### src/rtl/icpt_pkg.sv
package icpt_pkg;

  localparam int NMAP  = 6;
  localparam int IDX_W = 6;

  typedef enum logic [2:0] {
    WK_NONE = 3'd0,
    WK_CRR  = 3'd1,
    WK_CRW  = 3'd2,
    WK_DRR  = 3'd3,
    WK_DRW  = 3'd4,
    WK_EXC  = 3'd5,
    WK_GEN  = 3'd6
  } win_kind_e;

  typedef struct packed {
    win_kind_e        kind;
    logic [IDX_W-1:0] idx;
    logic             fwd;
    logic             fwd_io;
  } win_sel_t;

  function automatic int map_width(input int i);
    case (i)
      0, 1, 2, 3: map_width = 16;
      4:          map_width = 32;
      default:    map_width = 64;
    endcase
  endfunction

endpackage

### src/rtl/icpt_window_decode.sv
module icpt_window_decode
  import icpt_pkg::*;
#(
  parameter int CODE_W   = 12,
  parameter int CRR_BASE = 'h000,
  parameter int CRW_BASE = 'h010,
  parameter int DRR_BASE = 'h020,
  parameter int DRW_BASE = 'h030,
  parameter int EXC_BASE = 'h040,
  parameter int GEN_BASE = 'h060,
  parameter int MSR_CODE = 'h07C,
  parameter int IO_CODE  = 'h07B
) (
  input  logic [CODE_W-1:0] code_i,
  output win_sel_t          sel_o
);

  localparam int CR_SPAN  = 9;
  localparam int DR_SPAN  = 8;
  localparam int EXC_SPAN = 32;
  localparam int GEN_SPAN = 64;

  function automatic logic in_win(input logic [CODE_W-1:0] c,
                                  input int base, input int span);
    logic [CODE_W-1:0] off;
    off = c - CODE_W'(base);
    return (c >= CODE_W'(base)) && (off < CODE_W'(span));
  endfunction

  function automatic logic [IDX_W-1:0] offs(input logic [CODE_W-1:0] c,
                                            input int base);
    logic [CODE_W-1:0] off;
    off = c - CODE_W'(base);
    return off[IDX_W-1:0];
  endfunction

  always_comb begin
    sel_o        = '0;
    sel_o.kind   = WK_NONE;
    if (in_win(code_i, CRR_BASE, CR_SPAN)) begin
      sel_o.kind = WK_CRR;
      sel_o.idx  = offs(code_i, CRR_BASE);
    end else if (in_win(code_i, CRW_BASE, CR_SPAN)) begin
      sel_o.kind = WK_CRW;
      sel_o.idx  = offs(code_i, CRW_BASE);
    end else if (in_win(code_i, DRR_BASE, DR_SPAN)) begin
      sel_o.kind = WK_DRR;
      sel_o.idx  = offs(code_i, DRR_BASE);
    end else if (in_win(code_i, DRW_BASE, DR_SPAN)) begin
      sel_o.kind = WK_DRW;
      sel_o.idx  = offs(code_i, DRW_BASE);
    end else if (in_win(code_i, EXC_BASE, EXC_SPAN)) begin
      sel_o.kind = WK_EXC;
      sel_o.idx  = offs(code_i, EXC_BASE);
    end else if (in_win(code_i, GEN_BASE, GEN_SPAN)) begin
      sel_o.kind   = WK_GEN;
      sel_o.idx    = offs(code_i, GEN_BASE);
      sel_o.fwd    = (code_i == CODE_W'(MSR_CODE)) || (code_i == CODE_W'(IO_CODE));
      sel_o.fwd_io = (code_i == CODE_W'(IO_CODE));
    end
  end

endmodule

### src/rtl/icpt_bitmaps.sv
module icpt_bitmaps
  import icpt_pkg::*;
#(
  parameter int DATA_W = 64
) (
  input  logic                        clk,
  input  logic                        rst,
  input  logic                        clr_i,
  input  logic                        wr_en_i,
  input  logic [2:0]                  wr_sel_i,
  input  logic [DATA_W-1:0]           wr_data_i,
  output logic [NMAP-1:0][DATA_W-1:0] maps_o
);

  for (genvar i = 0; i < NMAP; i++) begin : g_map
    localparam int W = map_width(i);
    logic [W-1:0] bits_q;

    always_ff @(posedge clk) begin
      if (rst || clr_i) begin
        bits_q <= '0;
      end else if (wr_en_i && (wr_sel_i == 3'(i))) begin
        bits_q <= wr_data_i[W-1:0];
      end
    end

    assign maps_o[i] = DATA_W'(bits_q);
  end

  a_r10_clear_zeroes: assert property (@(posedge clk) disable iff (rst)
    clr_i |=> (maps_o == '0));

  a_r9_bad_sel_no_effect: assert property (@(posedge clk) disable iff (rst)
    (!clr_i && (!wr_en_i || wr_sel_i >= 3'(NMAP))) |=> $stable(maps_o));

endmodule

### src/rtl/icpt_fwd_ctrl.sv
module icpt_fwd_ctrl #(
  parameter int PARAM_W = 64
) (
  input  logic               clk,
  input  logic               rst,
  input  logic               en_i,
  input  logic               start_i,
  input  logic               start_io_i,
  input  logic [PARAM_W-1:0] start_param_i,
  input  logic               rsp_valid_i,
  input  logic               rsp_hit_i,
  output logic               busy_o,
  output logic               req_valid_o,
  output logic               req_io_o,
  output logic [PARAM_W-1:0] req_param_o,
  output logic               done_hit_o
);

  always_ff @(posedge clk) begin
    if (rst) begin
      busy_o      <= 1'b0;
      req_valid_o <= 1'b0;
      req_io_o    <= 1'b0;
      req_param_o <= '0;
    end else begin
      req_valid_o <= start_i && !busy_o;
      if (start_i && !busy_o) begin
        busy_o      <= 1'b1;
        req_io_o    <= start_io_i;
        req_param_o <= start_param_i;
      end else if (busy_o && rsp_valid_i) begin
        busy_o <= 1'b0;
      end
    end
  end

  assign done_hit_o = busy_o && rsp_valid_i && rsp_hit_i && en_i;

  a_r6_req_one_pulse: assert property (@(posedge clk) disable iff (rst)
    req_valid_o |=> !req_valid_o);

  a_r11_busy_with_req: assert property (@(posedge clk) disable iff (rst)
    req_valid_o |-> busy_o);

  a_r11_hold_param: assert property (@(posedge clk) disable iff (rst)
    (busy_o && $past(busy_o)) |-> $stable(req_param_o));

endmodule

### src/rtl/icpt_decide.sv
module icpt_decide
  import icpt_pkg::*;
#(
  parameter int CODE_W   = 12,
  parameter int PARAM_W  = 64,
  parameter int CRR_BASE = 'h000,
  parameter int CRW_BASE = 'h010,
  parameter int DRR_BASE = 'h020,
  parameter int DRW_BASE = 'h030,
  parameter int EXC_BASE = 'h040,
  parameter int GEN_BASE = 'h060,
  parameter int MSR_CODE = 'h07C,
  parameter int IO_CODE  = 'h07B
) (
  input  logic               clk,
  input  logic               rst,
  input  logic               icpt_en,
  input  logic               bm_clear,
  input  logic               bm_wr_en,
  input  logic [2:0]         bm_wr_sel,
  input  logic [63:0]        bm_wr_data,
  input  logic               ev_valid,
  input  logic [CODE_W-1:0]  ev_code,
  input  logic [PARAM_W-1:0] ev_param,
  output logic               ev_ready,
  output logic               chk_req_valid,
  output logic               chk_is_io,
  output logic [PARAM_W-1:0] chk_param,
  input  logic               chk_rsp_valid,
  input  logic               chk_rsp_hit,
  output logic               exit_valid,
  output logic [CODE_W-1:0]  exit_code,
  output logic [PARAM_W-1:0] exit_info
);

  localparam int MAP_DW = 64;

  logic [NMAP-1:0][MAP_DW-1:0] maps;
  win_sel_t                    sel;
  logic                        sel_bit;
  logic                        accept;
  logic                        direct_hit;
  logic                        fwd_start;
  logic                        busy;
  logic                        done_hit;

  icpt_bitmaps #(.DATA_W(MAP_DW)) u_maps (
    .clk       (clk),
    .rst       (rst),
    .clr_i     (bm_clear),
    .wr_en_i   (bm_wr_en),
    .wr_sel_i  (bm_wr_sel),
    .wr_data_i (bm_wr_data),
    .maps_o    (maps)
  );

  icpt_window_decode #(
    .CODE_W(CODE_W), .CRR_BASE(CRR_BASE), .CRW_BASE(CRW_BASE),
    .DRR_BASE(DRR_BASE), .DRW_BASE(DRW_BASE), .EXC_BASE(EXC_BASE),
    .GEN_BASE(GEN_BASE), .MSR_CODE(MSR_CODE), .IO_CODE(IO_CODE)
  ) u_dec (
    .code_i (ev_code),
    .sel_o  (sel)
  );

  always_comb begin
    case (sel.kind)
      WK_CRR:  sel_bit = maps[0][sel.idx];
      WK_CRW:  sel_bit = maps[1][sel.idx];
      WK_DRR:  sel_bit = maps[2][sel.idx];
      WK_DRW:  sel_bit = maps[3][sel.idx];
      WK_EXC:  sel_bit = maps[4][sel.idx];
      WK_GEN:  sel_bit = maps[5][sel.idx];
      default: sel_bit = 1'b0;
    endcase
  end

  assign ev_ready   = !busy;
  assign accept     = ev_valid && ev_ready && icpt_en;
  assign direct_hit = accept && sel_bit && !sel.fwd;
  assign fwd_start  = accept && sel_bit && sel.fwd;

  icpt_fwd_ctrl #(.PARAM_W(PARAM_W)) u_fwd (
    .clk           (clk),
    .rst           (rst),
    .en_i          (icpt_en),
    .start_i       (fwd_start),
    .start_io_i    (sel.fwd_io),
    .start_param_i (ev_param),
    .rsp_valid_i   (chk_rsp_valid),
    .rsp_hit_i     (chk_rsp_hit),
    .busy_o        (busy),
    .req_valid_o   (chk_req_valid),
    .req_io_o      (chk_is_io),
    .req_param_o   (chk_param),
    .done_hit_o    (done_hit)
  );

  always_ff @(posedge clk) begin
    if (rst) begin
      exit_valid <= 1'b0;
      exit_code  <= '0;
      exit_info  <= '0;
    end else begin
      exit_valid <= direct_hit || done_hit;
      if (done_hit) begin
        exit_code <= chk_is_io ? CODE_W'(IO_CODE) : CODE_W'(MSR_CODE);
        exit_info <= chk_param;
      end else if (direct_hit) begin
        exit_code <= ev_code;
        exit_info <= ev_param;
      end
    end
  end

  a_r1_off_no_exit: assert property (@(posedge clk) disable iff (rst)
    !icpt_en |=> !exit_valid);

  a_r1_off_no_forward: assert property (@(posedge clk) disable iff (rst)
    !icpt_en |=> !chk_req_valid);

  a_r8_exit_has_cause: assert property (@(posedge clk) disable iff (rst)
    exit_valid |-> ($past(ev_valid && ev_ready) || $past(chk_rsp_valid && !ev_ready)));

  a_r8_info_is_param: assert property (@(posedge clk) disable iff (rst)
    (exit_valid && $past(ev_valid && ev_ready)) |->
      (exit_info == $past(ev_param) && exit_code == $past(ev_code)));

  a_r11_no_accept_busy: assert property (@(posedge clk) disable iff (rst)
    (!ev_ready && !chk_rsp_valid) |=> !exit_valid);

endmodule

### config.mk
export PLATFORM = sky130hd
export DESIGN_NAME = icpt_decide
export DESIGN_NICKNAME = d
export VERILOG_FILES = /design/src/rtl/icpt_pkg.sv /design/src/rtl/icpt_window_decode.sv /design/src/rtl/icpt_bitmaps.sv /design/src/rtl/icpt_fwd_ctrl.sv /design/src/rtl/icpt_decide.sv
export SDC_FILE = /design/constraint.sdc
export NUM_CORES = 1
export LEC_CHECK = 0
export CORE_ASPECT_RATIO = 0.7
export CORE_MARGIN = 2
export CORE_UTILIZATION = 55
export CTS_BUF_LIST = sky130_fd_sc_hd__clkbuf_4 sky130_fd_sc_hd__clkbuf_8
export CTS_CLUSTER_DIAMETER = 30
export DETAILED_ROUTE_END_ITERATION = 10
export GPL_TIMING_DRIVEN = 1
export PLACE_DENSITY_LB_ADDON = 0.1
export SETUP_SLACK_MARGIN = 0.1
export SYNTH_ARGS = -nofsm -noshare
export SYNTH_HDL_FRONTEND = slang
export SYNTH_HIERARCHICAL = 1
export SYNTH_SLANG_ARGS = --single-unit
export TNS_END_PERCENT = 50
### constraint.sdc
create_clock -name clk -period 17.1 [get_ports clk]
set_input_delay 3.42 -clock clk [delete_from_list [all_inputs] [get_ports clk]]
set_output_delay 3.42 -clock clk [all_outputs]
set_load 0.02 [all_outputs]
==> results.md, run 1 <==
* Critical path endpoint: u_fwd/req_param_o[1]$_SDFFE_PP0P_
* Initial antenna violation count at 10
* Input/output buffers at a little under 300
* Via count at 15300
* Clk_skew at 28.9 ps
* Syn Std Cell Area at 19600 um^2
* Worst Setup End Kind: register
* Resized Gates After CTS at 0
* CP Launch Type: input pin
* DIE WIDTH at 229 um
* Setup TNS at 0 ps
* Worst Tran Pin Value at about 1300 ps
* Global-route usage over all layers at about 28%
* Finished Core Util at about 65%
* Most frequent cells after synthesis: dfxtp_1, buf_4, mux2i_1
* Seq/Total Area, Yosys at 31.1%
* Final worst path period share at approximately 60%
* Max Root-Sink Buffers at 3
* WS Path Type: in -> reg
* WL final at 53500 um
* Synth Register Bits at approximately 300
* Vias per cell at between 5 and 6
* # DRC at 0
* Fin crit period at approximately 10000 ps
* Clock slew at reported path FFs at 70 ps
* CP max FO at 77
* Die H at between 150 and 200 um
* Post-Syn Instances at 1973
* CP arrival at ~11000 ps
* Simple-gate portion of the synthesized area at 19.6%
* Top FF cell, synth: dfxtp_1
* Yosys Warn Count at 6
* Number of synthesized flops with an enable pin at 0
* Gr ovfl total at 0
* Dominant cells by area after synthesis: dfxtp_1, mux4_2, buf_4
* First-pass GRT wire length at about 83000 um
* Cell area after layout at approximately 23000 um^2
* Cell-internal power at approximately 1.3 mW
* Ys async rst share at 0%
* Clock Root Buffer: clkbuf_8
* Top cell type by total area after synthesis: dfxtp_1
* Nets@finish at between 2000 and 2500
* P_leak at 8.13 nW
* Dpl hpwl at 35100 um
* Initial core utilization at 56.1%
* CP startpoint: ev_code[5]
* Hold Fails Final Rpt at 0
* Core area at 34900 um^2
* Psw at 0.407 mW
* Die area at 37100 um^2
* Sequential power share at 42.2%
* RSZ-0062 raised after global routing: no
* Reg2Reg Depth at 12
* Max-slew violation count at 0
* Htree depth at 2
* Setup Viol. Count Final at 0
* Area grow syn2layout at 16.2%
* Largest family of logic cells by synthesized area: multiplexers
* Num rows at 57
* Multiplexer area fraction after synthesis at 21.1%
* Pwr Total at about 1.7 mW
* Synth Area in Compound Gates at 11.5%
* WL/cell at slightly above 20 um
* Ports at 295
* Placed cell area at 21400 um^2
* Max_cap viols at 0
* Adder-Cell Fraction of Synth Area at 0.704%
* TritonRoute pass-1 iters at 7
* RePlAce Congestion at 0.869
* Clock power frac at 49.2%
* Gate power share at 8.6%
* Post-Synthesis Mean Instance Area at approximately 9.9 um^2
* Critical path data required time at approximately 18000 ps
* Post-DRT Antenna Nets at 0
* Worst skew pair latency at a little over 600 ps
* Drt initial violations at 1538
* CTS tree: built
* Vias in the first global route at 14700
* Clock Sinks at 304
* Largest net degree at the start of global routing at 200
* Worst min path class: reg -> reg
* Status: completed
* Max Fclk at 95.7 MHz
* Most common cell in the netlist: dfxtp_1
* Maximum VDD drop at 50.4 uV
* Netlist cell types at 75
* Post-CTS Setup Inserts at 0
* Switch share at 24.1%
* Slew margin rel. at 13.5%
* Reg2reg start: u_maps/g_map[1].bits_q[14]$_SDFFE_PP0P_
* Total CTS buffers at 56
* Layout cells sized above 1 at 13.8%
* Setup slack, reg-to-reg at 12820 ps
* Synth top area share at 31.1%
* Hold buffers post-CTS at 0
* Reg2reg end: u_fwd/req_param_o[1]$_SDFFE_PP0P_
* Post-Synth XOR/XNOR Area at less than 1%
* Power Dens Cells at 74.3 nW/um^2
[state kept, by name (all words and copies together) (netlist names)]
name / flops
u_fwd/busy_o: 1
exit_code: 12
u_maps/g_map.bits_q: 160
u_fwd/req_valid_o: 1
u_fwd/req_io_o: 1
exit_valid: 1
u_fwd/req_param_o: 64
exit_info: 64
[placed cells by master, fill, tap and decap left out, types with 35 or more instances in the layout]
cell type          n
dfxtp_1          303
clkdlybuf4s50_1  292
conb_1           224
mux2i_1          165
or3b_1           139
o21ai_0           91
mux4_2            89
inv_1             74
nand2b_1          73
clkbuf_8          71
a31oi_1           70
nand4bb_1         68
a221oi_1          67
nor3b_1           64
o21ai_1           59
mux2_2            42
nand2_1           35
[critical path, stage by stage]
cell and delay, ps:
clkdlybuf4s50_1 740, inv_1 250, ha_1 360, or3_1 390
a211oi_2 210, a21oi_1 120, nand4b_1 150, and2_4 680
buf_4 640, mux4_2 590, mux4_2 490, and3_1 180
a41oi_1 170, nand4b_1 190, nor4_4 270, buf_4 660
nor3b_2 110, buf_4 370, nor2b_4 230, buf_4 360
o21ai_0 260
[metal layers]
metal  global-route usage, %  share of wire [%]  routed length, um  up-vias
li1                        -                  -                  -     7158
met1                    40.2                 45              24200     7467
met2                    41.1                 44              23700      551
met3                    5.88                7.2               3880      104
met4                    10.9                3.3               1770        2
met5                       0              0.024                 13        -
[power by group through the flow]
stage / registers [mW] / clock network, mW / logic, mW
after floorplan: 0.728 / 0 / 0.125
after global placement: 0.728 / 0 / 0.139
after detailed placement: 0.728 / 0 / 0.140
after CTS: 0.713 / 0.844 / 0.140
after global routing: 0.713 / 0.877 / 0.157
final: 0.713 / 0.831 / 0.144
[worst min path at each step]
| stage | slack (ps) | start | cells past startpoint | to |
|---|---|---|---|---|
| floorplan | 530 | u_maps/g_map[1].bits_q[10]$_SDFFE_PP0P_ | 2 | u_maps/g_map[1].bits_q[10]$_SDFFE_PP0P_ |
| global placement | 470 | exit_code[8]$_SDFFE_PP0P_ | 2 | exit_code[8]$_SDFFE_PP0P_ |
| detailed placement | 470 | u_fwd/req_param_o[31]$_SDFFE_PP0P_ | 2 | u_fwd/req_param_o[31]$_SDFFE_PP0P_ |
| CTS | 480 | exit_code[4]$_SDFFE_PP0P_ | 2 | exit_code[4]$_SDFFE_PP0P_ |
| global route | 510 | u_fwd/req_param_o[31]$_SDFFE_PP0P_ | 2 | u_fwd/req_param_o[31]$_SDFFE_PP0P_ |
| finish | 480 | u_fwd/req_param_o[49]$_SDFFE_PP0P_ | 2 | exit_info[49]$_SDFFE_PP0P_ |
[layout make-up]
type                    instances  area (um^2)
inverters                      74          278
clock inverters                23          320
fillers                      2884        12100
clock buffers                  78         1030
repair buffers                315         3100
multi-input cells            1379        11300
flip-flops and latches        304         6090
diodes                          9         22.5
well taps                     472          591
[kinds of logic (layout without fill, tap and decap cells)]
group                      after synthesis  count (layout)
buffers and inverters                  513             490
and+or+nand+nor                        492             492
AOI/OAI and AO/OA                      351             351
DFF                                    304             304
muxes                                  296             296
adders and majority gates               11              11
xor gates and xnor gates                 5               5
other                                    1             233
[stage by stage]
step | hold slack [ps] | std cells | setup WS [ps]
after floorplan | 526 | 2196 | 9180
after global placement | 466 | 2544 | 6120
after detailed placement | 472 | 2544 | 5990
after CTS | 482 | 2645 | 6650
after global routing | 510 | 2654 | 6160
final | 481 | 2654 | 6650
Power figures use the tool's default switching activity.
==> run 2: changes to the inputs <==
Settings changed: CORE_UTILIZATION 55 to 51.
Clock period 17.1 ns to 9.1 ns, I/O delays scaled along.
==> run 2 against run 1 <==
  * Clock power increased by 89%
  * Non-clock buffer count rose by 10
  * Power rose by 89%
  * Largest power group unchanged
==> results.md, run 2 (synthesis gave the netlist of run 1 again) <==
* Area grow syn2layout at 16.7% (was 16.2%)
* First-pass GRT wire length at 85600 um (was 83400 um)
* Hold Path End: exit_code[6]$_SDFFE_PP0P_ (was exit_info[49]$_SDFFE_PP0P_)
* Initial antenna violation count at 11 (was 10)
* Vias per cell at 5.72 (was 5.76)
* Die area at 40000 um^2 (was 37100 um^2)
* Clock Root Buffer: clkbuf_8 (unchanged)
* Setup slack, reg-to-reg at 5320 ps (was 12820 ps)
* Setup Viol. Count Final at 0 (unchanged)
* Largest net degree at the start of global routing at 163 (was 200)
* Reg2reg start: u_maps/g_map[1].bits_q[7]$_SDFFE_PP0P_ (was u_maps/g_map[1].bits_q[14]$_SDFFE_PP0P_)
* Post-CTS Setup Inserts at 0 (unchanged)
* Reg2Reg Depth at 9 (was 12)
* Ports at 295 (unchanged)
* Reg2reg end: exit_info[16]$_SDFFE_PP0P_ (was u_fwd/req_param_o[1]$_SDFFE_PP0P_)
* Worst path max stage delay at 740 ps (about the same)
* CP Cell Sequence: clkdlybuf4s50_1 -> inv_1 -> ha_1 -> or3_1 -> a211oi_2 -> a21oi_1 -> nand4b_1 -> and2_4 -> mux4_2 -> mux2i_1 -> a221oi_1 -> a32oi_1 -> o2111ai_1 -> or4_2 -> buf_4 -> a31oi_1 -> a221oi_1 (was clkdlybuf4s50_1 -> inv_1 -> ha_1 -> or3_1 -> a211oi_2 -> a21oi_1 -> nand4b_1 -> and2_4 -> buf_4 -> mux4_2 -> mux4_2 -> and3_1 -> a41oi_1 -> nand4b_1 -> nor4_4 -> buf_4 -> nor3b_2 -> buf_4 -> nor2b_4 -> buf_4 -> o21ai_0)
* Slew margin rel. at 32.3% (was 13.5%)
* Registers with the most flip-flops: u_maps/g_map.bits_q: 160 flops, exit_info: 64 flops, u_fwd/req_param_o: 64 flops (unchanged)
* Power Dens Cells at 140 nW/um^2 (was 74.3 nW/um^2)
* CP dominant cell by count: a221oi_1 (was buf_4)
* Worst Tran Pin Value at 1020 ps (was 1300 ps)
* Worst Setup End Kind: register (unchanged)
* Most frequent cells in the layout: dfxtp_1, clkdlybuf4s50_1, conb_1 (unchanged)
* Most common cell after layout, fill and taps aside: dfxtp_1 (unchanged)
* Clk_skew at 61.9 ps (was 28.9 ps)
* Input/output buffers at 294 (unchanged)
* CP arrival at 8090 ps (was 10990 ps)
* WL final at 55200 um (was 53500 um)
* Hold Path Stages at 2 (unchanged)
* Via count at 15400 (was 15300)
* Status: completed (unchanged)
* Pwr Total at 3.19 mW (was 1.69 mW)
* Num rows at 59 (was 57)
* Max_cap viols at 0 (unchanged)
* RePlAce Congestion at 0.875 (was 0.869)
* WL/cell at 20.6 um (was 20.2 um)
* Critical path data required time at 9570 ps (was 17640 ps)
* CTS tree: built (unchanged)
* Setup TNS at 0 ps (unchanged)
* Post-DRT Antenna Nets at 0 (unchanged)
* Htree depth at 2 (unchanged)
* Post-Place Cells at 2570 (was 2544)
* Slowest CP cell: clkdlybuf4s50_1 (unchanged)
* Worst Hold Launch: exit_code[6]$_SDFFE_PP0P_ (was u_fwd/req_param_o[49]$_SDFFE_PP0P_)
* Die H at 168 um (was 162 um)
* DIE WIDTH at 238 um (was 229 um)
* Worst skew pair latency at 650 ps (was 620 ps)
* Total CTS buffers at 58 (was 56)
* Final worst path period share at 83.7%
* Hold buffers post-CTS at 0 (unchanged)
* Initial core utilization at 52.2% (was 56.1%)
* CP max FO at 76 (was 77)
* Worst min path class: reg -> reg (unchanged)
* Dpl hpwl at 36200 um (was 35100 um)
* Largest register by flop count: u_maps/g_map.bits_q (unchanged)
* WS Path Type: in -> reg (unchanged)
* Layout cells sized above 1 at 14.3% (was 13.8%)
* Global-route usage over all layers at 26.9% (was 28.0%)
* Cell area after layout at 22800 um^2 (was 22700 um^2)
* Final WS setup at 1490 ps (was 6650 ps)
* Crit path max-delay family: simple AND/OR/NAND/NOR gates (was buffers and inverters)
* # DRC at 0 (unchanged)
* Fin crit period at 7610 ps
* Drt initial violations at 1318 (was 1538)
* Largest register FFs at 160 (unchanged)
* Non-Filler Instances at 2683 (was 2654)
* Clock slew at reported path FFs at 60 ps (was 70 ps)
* CP Launch Type: input pin (unchanged)
* Resized Gates After CTS at 0 (unchanged)
* Max Fclk at 131 MHz
* Max-slew violation count at 0 (unchanged)
* Core area at 37500 um^2 (was 34900 um^2)
* Hold Fails Final Rpt at 0 (unchanged)
* Clock Sinks at 304 (unchanged)
* Placed cell area at 21500 um^2 (was 21400 um^2)
* P_leak at 8.19 nW (was 8.13 nW)
* Max Root-Sink Buffers at 3 (unchanged)
* Vias in the first global route at 14900 (was 14700)
* Dpl ws at 987 ps (was 5990 ps)
* TritonRoute pass-1 iters at 7 (unchanged)
* Nets@finish at 2304 (was 2292)
* Maximum VDD drop at 127 uV (was 50.4 uV)
* RSZ-0062 raised after global routing: no (unchanged)
* Gr ovfl total at 0 (unchanged)
* WP depth at 17 (was 21)
* Worst Path Buf+Inv at 3 (was 6)
-- run 2: changes by cell type in the layout (fill, tap and decap cells not counted) --
cell / delta
clkbuf_8: -5
and4b_1: +1
clkbuf_4: +9
buf_4: +10
and4b_2: -1
diode_2: -2
clkinvlp_4: +1
-- run 2: power breakdown --
part	internal (mW)	leakage (nW)	switching (mW)
registers	1.34	2.45	0.00269
clock network	0.935	0.703	0.638
logic	0.135	5.04	0.138
-- run 2: final cells by class --
type | count | area [um^2]
inverters | 74 | 278
diodes | 7 | 17.5
clock inverters | 24 | 328
fillers | 3173 | 14700
repair buffers | 325 | 3180
multi-input cells | 1379 | 11300
well taps | 488 | 611
flip-flops and latches | 304 | 6090
clock buffers | 82 | 1030
-- run 2: worst max path at each step --
stage               slack, ps  startpoint                                 end
global placement         1140  ev_code[5]          exit_info[12]$_SDFFE_PP0P_
detailed placement        990  ev_code[5]          exit_info[16]$_SDFFE_PP0P_
CTS                      1610  ev_code[5]          exit_info[48]$_SDFFE_PP0P_
floorplan                2780  ev_code[6]  u_fwd/req_param_o[10]$_SDFFE_PP0P_
finish                   1490  ev_code[5]          exit_info[16]$_SDFFE_PP0P_
global route             1170  ev_code[5]          exit_info[16]$_SDFFE_PP0P_
-- run 2: per-layer routing --
layer  vias to the layer above  routed length (um)  GRT usage (%)
met5                         -                  41              0
met2                       463               24500           39.5
met1                      7594               25400           38.8
met3                       107                3680           6.21
li1                       7189                   -              -
met4                         6                1610           9.32
-- run 2: worst min-delay path, stage by stage (launching register included) --
cell and delay, ps:
dfxtp_1 300, o21ai_0 70, a21oi_1 60
-- run 2: through the flow --
stage / hold WS [ps] / utilization (%)
global placement: 468 / 57.2
floorplan: 526 / -
global route: 504 / 60.9
CTS: 478 / 60.8
finish: 478 / 60.9
detailed placement: 473 / 57.2
